===== config.mk =====
export PLATFORM = sky130hd
export DESIGN_NAME = tlbc_top
export DESIGN_NICKNAME = d
export VERILOG_FILES = /design/src/rtl/tlbc_pkg.sv /design/src/rtl/tlbc_entry.sv /design/src/rtl/tlbc_pick.sv /design/src/rtl/tlbc_top.sv
export SDC_FILE = /design/constraint.sdc
export NUM_CORES = 2
export LEC_CHECK = 0
export ABC_AREA = 1
export ABC_CLOCK_PERIOD_IN_PS = 9010
export BUFFER_PORTS_ARGS = -buffer_cell sky130_fd_sc_hd__buf_2
export CAP_MARGIN = 15
export CORE_MARGIN = 2
export CORE_UTILIZATION = 30
export CTS_CLUSTER_SIZE = 12
export DETAILED_ROUTE_END_ITERATION = 12
export HOLD_SLACK_MARGIN = 0.15
export PLACE_DENSITY = 0.58
export SYNTH_ARGS = -nofsm -noshare
export SYNTH_HDL_FRONTEND = slang
export SYNTH_SLANG_ARGS = --single-unit

===== constraint.sdc =====
create_clock -name clk -period 9.01 [get_ports clk]
set_clock_uncertainty 0.2 [all_clocks]
set_input_delay 0 -clock clk [delete_from_list [all_inputs] [get_ports clk]]
set_output_delay 0 -clock clk [all_outputs]
set_load 0.01 [all_outputs]

===== src/rtl/tlbc_pkg.sv =====
package tlbc_pkg;
  localparam int SHIFT_W = 6;

  // Returns {legal, log2(region size)} for a granule/level/hint triple.
  function automatic logic [SHIFT_W:0] region_shift(input logic [1:0] gran,
                                                    input logic [1:0] lvl,
                                                    input logic       contig);
    logic [SHIFT_W-1:0] sh;
    logic               ok;
    sh = '0;
    ok = 1'b1;
    unique case ({gran, lvl})
      4'b00_01: sh = contig ? 6'd34 : 6'd30;
      4'b00_10: sh = contig ? 6'd25 : 6'd21;
      4'b00_11: sh = contig ? 6'd16 : 6'd12;
      4'b01_10: sh = contig ? 6'd30 : 6'd25;
      4'b01_11: sh = contig ? 6'd21 : 6'd14;
      4'b10_10: sh = contig ? 6'd34 : 6'd29;
      4'b10_11: sh = contig ? 6'd21 : 6'd16;
      default:  ok = 1'b0;
    endcase
    return {ok, sh};
  endfunction
endpackage


===== src/rtl/tlbc_entry.sv =====
module tlbc_entry #(
  parameter int VA_W   = 48,
  parameter int PA_W   = 48,
  parameter int ATTR_W = 8
) (
  input  logic                         clk,
  input  logic                         rst,
  input  logic                         clr,
  input  logic                         wr,
  input  logic [VA_W-1:0]              wr_va,
  input  logic [PA_W-1:0]              wr_pa,
  input  logic [ATTR_W-1:0]            wr_attr,
  input  logic [tlbc_pkg::SHIFT_W-1:0] wr_shift,
  input  logic [VA_W-1:0]              lk_va,
  output logic                         match,
  output logic [PA_W-1:0]              pa_out,
  output logic [ATTR_W-1:0]            attr_out
);
  logic                         vld;
  logic [VA_W-1:0]              tag_va;
  logic [PA_W-1:0]              tag_pa;
  logic [ATTR_W-1:0]            tag_attr;
  logic [tlbc_pkg::SHIFT_W-1:0] tag_sh;

  logic [VA_W-1:0] wmask_va, mask_va;
  logic [PA_W-1:0] wmask_pa, mask_pa;

  always_comb begin
    wmask_va = {VA_W{1'b1}} << wr_shift;
    wmask_pa = {PA_W{1'b1}} << wr_shift;
    mask_va  = {VA_W{1'b1}} << tag_sh;
    mask_pa  = {PA_W{1'b1}} << tag_sh;
  end

  always_ff @(posedge clk) begin
    if (rst || clr) begin
      vld <= 1'b0;
    end else if (wr) begin
      vld <= 1'b1;
    end
  end

  always_ff @(posedge clk) begin
    if (wr && !clr) begin
      tag_va   <= wr_va & wmask_va;
      tag_pa   <= wr_pa & wmask_pa;
      tag_attr <= wr_attr;
      tag_sh   <= wr_shift;
    end
  end

  always_comb begin
    match    = vld && (((lk_va ^ tag_va) & mask_va) == '0);
    pa_out   = tag_pa | (PA_W'(lk_va) & ~mask_pa);
    attr_out = tag_attr;
  end
endmodule


===== src/rtl/tlbc_pick.sv =====
module tlbc_pick #(
  parameter int N = 8
) (
  input  logic [N-1:0]         hits,
  output logic                 any,
  output logic                 multi,
  output logic [$clog2(N)-1:0] idx
);
  always_comb begin
    idx = '0;
    for (int i = N - 1; i >= 0; i--) begin
      if (hits[i]) idx = i[$clog2(N)-1:0];
    end
    any   = |hits;
    multi = $countones(hits) > 1;
  end
endmodule


===== src/rtl/tlbc_top.sv =====
module tlbc_top #(
  parameter int VA_W    = 48,
  parameter int PA_W    = 48,
  parameter int ATTR_W  = 8,
  parameter int ENTRIES = 8
) (
  input  logic              clk,
  input  logic              rst,
  input  logic              lk_valid,
  input  logic [VA_W-1:0]   lk_va,
  input  logic              fill_valid,
  input  logic [VA_W-1:0]   fill_va,
  input  logic [PA_W-1:0]   fill_pa,
  input  logic [ATTR_W-1:0] fill_attr,
  input  logic [1:0]        fill_gran,
  input  logic [1:0]        fill_level,
  input  logic              fill_contig,
  input  logic              inv_all,
  output logic              hit_o,
  output logic              multi_o,
  output logic [PA_W-1:0]   pa_o,
  output logic [ATTR_W-1:0] attr_o
);
  localparam int IDX_W = $clog2(ENTRIES);

  logic [tlbc_pkg::SHIFT_W:0]   dec;
  logic                         fill_ok;
  logic [tlbc_pkg::SHIFT_W-1:0] fill_sh;
  logic [IDX_W-1:0]             wr_ptr;
  logic [ENTRIES-1:0]           hits;
  logic [PA_W-1:0]              e_pa   [ENTRIES];
  logic [ATTR_W-1:0]            e_attr [ENTRIES];
  logic                         any_hit, many_hit;
  logic [IDX_W-1:0]             sel;
  logic                         do_fill;

  always_comb begin
    dec     = tlbc_pkg::region_shift(fill_gran, fill_level, fill_contig);
    fill_ok = dec[tlbc_pkg::SHIFT_W];
    fill_sh = dec[tlbc_pkg::SHIFT_W-1:0];
    do_fill = fill_valid && fill_ok && !inv_all;
  end

  always_ff @(posedge clk) begin
    if (rst || inv_all) begin
      wr_ptr <= '0;
    end else if (do_fill) begin
      wr_ptr <= (wr_ptr == IDX_W'(ENTRIES - 1)) ? '0 : wr_ptr + 1'b1;
    end
  end

  for (genvar g = 0; g < ENTRIES; g++) begin : g_slot
    tlbc_entry #(.VA_W(VA_W), .PA_W(PA_W), .ATTR_W(ATTR_W)) u_ent (
      .clk      (clk),
      .rst      (rst),
      .clr      (inv_all),
      .wr       (do_fill && (wr_ptr == IDX_W'(g))),
      .wr_va    (fill_va),
      .wr_pa    (fill_pa),
      .wr_attr  (fill_attr),
      .wr_shift (fill_sh),
      .lk_va    (lk_va),
      .match    (hits[g]),
      .pa_out   (e_pa[g]),
      .attr_out (e_attr[g])
    );
  end

  tlbc_pick #(.N(ENTRIES)) u_pick (
    .hits  (hits),
    .any   (any_hit),
    .multi (many_hit),
    .idx   (sel)
  );

  always_ff @(posedge clk) begin
    if (rst || !lk_valid || !any_hit) begin
      hit_o   <= 1'b0;
      multi_o <= 1'b0;
      pa_o    <= '0;
      attr_o  <= '0;
    end else begin
      hit_o   <= 1'b1;
      multi_o <= many_hit;
      pa_o    <= e_pa[sel];
      attr_o  <= e_attr[sel];
    end
  end
endmodule


==> results.txt <==
The flow ran to the end, and the final reports show no timing, DRC or antenna violations. Global routing used 29.09% of the available tracks across all layers. The delay of the slowest cell on the worst path came out at 1.02 ns. The longest clock path from root to sink contains 3 buffers. Summing internal, switching and leakage power gives 10.06 mW. Setup violations remaining at the end of the flow were counted as 0.

Detailed routing inserted a total of 39980 vias. The worst setup path is of the reg2reg kind. The transition time at the pin with the least slew margin was 1.353 ns. The tools report the launch point of the worst hold path as fill_va[24]. In this run the power density over the cells is 177.1 nW/um^2. Leaving out filler cells and counting taps, the final layout contains 7458. The buffers plus inverters on the worst setup path was 5. The worst register-to-register path has a setup slack of 1.64 ns. The initial core utilization was 30.20%; the detailed-route vias per instance was 5.361. Once placement completed, the tool counted placed cells totaling 6979. Capture instance of the worst register-to-register path: multi_o.

CTS built an H-tree with a depth of 3. Across the run, the number of max-cap violations was 0. The most used cell along the critical path is sky130_fd_sc_hd__inv_1. The cell with the largest stage delay on the worst path was sky130_fd_sc_hd__o21ai_0. Start of the worst register-to-register path: g_slot[1].u_ent.tag_sh[1]. The maximum number of pins on one net before global-route repair is 133, and the final wirelength is 239700 microns. The number of global-route vias before repair is 36780, and the count of input and output buffers is 219.

The final hold violation count was 0. TritonCTS built the clock tree. The endpoint with the worst hold slack is g_slot[1].u_ent.tag_va[24]. The tightest slew margin relative to the limit is 9.487%, and the filler cell count in the final layout is 15720. After detailed routing, the average wire length per cell comes to 32.13 microns. VDD sags by at most 146.2 uV.

In the finished design, the share of the clock period the worst path needs comes to 81.76%. Counting every net in the synthesized netlist gives 5047. The worst setup path is launched from a flop.

Class of the most critical hold timing path: in2reg. The first TritonRoute pass finished after 6 iterations. For this run, the register share of the synthesized area comes to 58.95%.

Measured on the finished design, the core utilization comes to 36.37%. The number of top-level pins came out at 220. The overall overflow remaining after global route is 0.

The run gives 9.46 ns as the critical path data required time. The tools report the placed wire-length estimate as 176800 microns. For the post-synthesis cell count, the log shows 4863. The layout overhead on the synthesized area is 20.45%. Cells with a size suffix above 1 make up 10.68% of the layout. The standby leakage power is 22.84 nW, and the worst hold margin is 0.1674 ns. The total stage count of the critical path came out at 18.

Grouping stages by cell kind, the critical path spends the most delay in compound AO/OA/AOI/OAI gates. The later-pin clock latency in the skew report was 0.80 ns; the antenna violation net count after detailed routing was 0. The standard cell core area is 156200 sq um, and the global-route wire length before repair is 320700 microns. The tools report the initial detailed-routing violation count as 5842.

After detailed routing, the number of remaining DRC violations is 0. The die area was 160400 sq um. After routing, the total negative slack on setup checks comes to 0 ns.

The initial antenna violation count came out at 17. Average cell area after synthesis: 9.700 sq um. Launching element of the worst setup path: g_slot[1].u_ent.tag_sh[1]. The count of cells along the worst register-to-register path was 18; the highest net fanout along the worst path was 6. After clock tree synthesis, the clock-pin slew on the worst setup and hold paths is 0.06 ns.

Routability-driven placement finished with a final weighted congestion of 1.108. Static timing analysis puts the maximum clock frequency at 0.1358 GHz. STA classifies the critical path endpoint as a flop.

Flip-flop and latch count after synthesis: 949. The die width was 400.5 microns; the number of buffers created by CTS was 107. The final count of pins violating max slew is 0. The Yosys step of the flow raised 0 warnings. The tools report the count of unique library cells instantiated by Yosys as 58. The root buffer cell chosen for the clock tree is sky130_fd_sc_hd__clkbuf_16. The clock drives 949 sinks. Setup repair after global routing left no endpoint under its margin. STA puts the critical path data arrival time at 7.81 ns.

The tools report the netlist area before placement as 47170 sq um. The time the final worst path needs with I/O delays and setup is 7.366 ns, and the die span in y is 400.5 microns. The floorplan has 145 rows. The signal on the critical path passes through nand2_1 -> o21ai_0 -> o21ai_0 -> a21oi_1 -> nand4_1 -> nor2_1 -> nand2_1 -> inv_1 -> ha_1 -> inv_1 -> fa_1 -> inv_1 -> fa_1 -> ha_1 -> inv_1 -> fa_1 -> a31oi_1 -> dlygate4sd3_1. Counting instances, the worst hold path has a depth of 4.

For this run, the post-layout net count is 5484.
[worst max-delay path by stage]
| stage | slack, ns | to |
|---|---|---|
| after floorplan | -0.71 | g_slot[0].u_ent.attr_out[0] |
| after global placement | 1.27 | pa_o[6] |
| after detailed placement | 2.13 | attr_o[0] |
| after CTS | 1.97 | multi_o |
| after global routing | 1.77 | pa_o[24] |
| final | 1.64 | multi_o |
[cells by family after synthesis]
logic type | count (synthesis) | synth area share, %
xor gates and xnor gates | 297 | 5.514
AOI/OAI and AO/OA | 761 | 9.901
adders and majority gates | 22 | 0.6472
buffers and inverters | 762 | 6.451
and+or+nand+nor | 2072 | 18.54
DFF | 949 | 58.95
[power by group]
part / internal, mW / switching [mW]
clock: 2.49 / 1.95
combinational: 0.221 / 0.505
sequential: 4.88 / 0.0136
total: 7.59 / 2.47
[Yosys cell counts, drive strengths merged]
cell | number | area [sq um]
a31o | 4 | 35.03
dfxtp | 69 | 1381
o21a | 3 | 22.52
o211ai | 7 | 52.55
and3b | 1 | 8.760
nor3 | 25 | 130.1
a211oi | 5 | 37.54
a22o | 9 | 78.83
nand3b | 14 | 105.1
nand4 | 17 | 106.4
nor4 | 7 | 43.79
o31ai | 4 | 30.03
o311ai | 1 | 8.760
o21ai | 207 | 1047
clkbuf | 102 | 385.4
a311oi | 3 | 26.28
xnor2 | 58 | 508.0
nand3 | 477 | 2392
o2111a | 1 | 11.26
o21bai | 223 | 1674
o21ba | 4 | 40.04
a21oi | 230 | 1155
inv | 516 | 1937
ha | 18 | 225.2
a21boi | 7 | 52.55
o22ai | 5 | 31.28
o221ai | 3 | 26.28
fa | 4 | 80.08
a21o | 26 | 195.2
xor2 | 239 | 2093
a2111oi | 2 | 17.52
nor2 | 521 | 1973
o2111ai | 6 | 52.55
and2 | 1 | 6.260
a31oi | 8 | 50.05
or2 | 66 | 412.9
buf | 135 | 686.9
nor3b | 2 | 15.01
and3 | 2 | 12.51
nand2 | 939 | 3540
edfxtp | 880 | 26430
clkinv | 9 | 33.78
a221oi | 3 | 26.28
[flip-flops by register name, summed over array words and instances (netlist names), 3 cells and up]
register               count
g_slot.u_ent.tag_pa      384
g_slot.u_ent.tag_va      384
g_slot.u_ent.attr_out     64
g_slot.u_ent.tag_sh       48
pa_o                      48
attr_o                     8
g_slot.u_ent.vld           8
wr_ptr                     3
[cell usage in the layout (no fill, tap or decap), types with 11 or more instances in the layout]
cell type | synthesis | layout
sky130_fd_sc_hd__clkbuf_8 | 0 | 12
sky130_fd_sc_hd__buf_2 | 123 | 222
sky130_fd_sc_hd__o21bai_1 | 223 | 223
sky130_fd_sc_hd__o21ai_0 | 184 | 183
sky130_fd_sc_hd__edfxtp_1 | 880 | 880
sky130_fd_sc_hd__dlygate4sd3_1 | 0 | 269
sky130_fd_sc_hd__xnor2_1 | 58 | 58
sky130_fd_sc_hd__or2_2 | 63 | 63
sky130_fd_sc_hd__nand3_1 | 476 | 475
sky130_fd_sc_hd__buf_12 | 0 | 11
sky130_fd_sc_hd__nand4_1 | 17 | 17
sky130_fd_sc_hd__o21ai_1 | 20 | 21
sky130_fd_sc_hd__inv_1 | 497 | 495
sky130_fd_sc_hd__ha_1 | 18 | 18
sky130_fd_sc_hd__nand2_1 | 935 | 935
sky130_fd_sc_hd__a21oi_1 | 229 | 228
sky130_fd_sc_hd__dfxtp_1 | 69 | 69
sky130_fd_sc_hd__clkbuf_16 | 0 | 108
sky130_fd_sc_hd__buf_4 | 7 | 62
sky130_fd_sc_hd__inv_2 | 19 | 19
sky130_fd_sc_hd__clkbuf_1 | 100 | 28
sky130_fd_sc_hd__a21o_1 | 26 | 26
sky130_fd_sc_hd__nand3b_1 | 14 | 14
sky130_fd_sc_hd__nor2_1 | 516 | 513
sky130_fd_sc_hd__nor3_1 | 24 | 17
sky130_fd_sc_hd__clkinv_2 | 0 | 19
sky130_fd_sc_hd__xor2_1 | 239 | 239
sky130_fd_sc_hd__clkinv_1 | 9 | 26
[cell type report]
cell class,instances,area [sq um],share of cell area (%)
antenna,6,15.01,0.02642
clock buffer,148,2973,5.232
clock inverter,55,503.0,0.8852
inverter,525,1978,3.481
multi-input combinational,3152,16460,28.98
sequential,949,27810,48.94
tap,2058,2575,4.532
timing repair buffer,565,4504,7.927
[tightest hold or removal path: cells and delay by family]
kind	cells	cell delay (ns)
and+or+nand+nor	1	0.20
buffers and inverters	3	0.69
[repair_timing]
| item | in CTS | in global routing |
|---|---|---|
| setup buffers | 0 | 0 |
| hold endpoints to repair | 941 | 0 |
| hold buffers | 269 | 0 |
| resized for setup | 0 | 0 |
[metal layers]
layer  vias to the layer above  track usage, %  share of wire, %
met1                     19770           39.02                40
met4                         6           14.77               5.7
met2                      2579           45.28                45
met3                       436           4.893               9.4
li1                      17190               -                 -
met5                         -               0             0.019
[per-stage QoR]
step                      area [sq um]  worst slack (ns)
after floorplan                  47170           -0.7050
after global placement           50570             1.267
after detailed placement         50620             2.127
after CTS                        56780             1.969
after global routing             56800             1.766
final                            56820             1.644
Note: power is estimated with default switching activity, not from simulation.
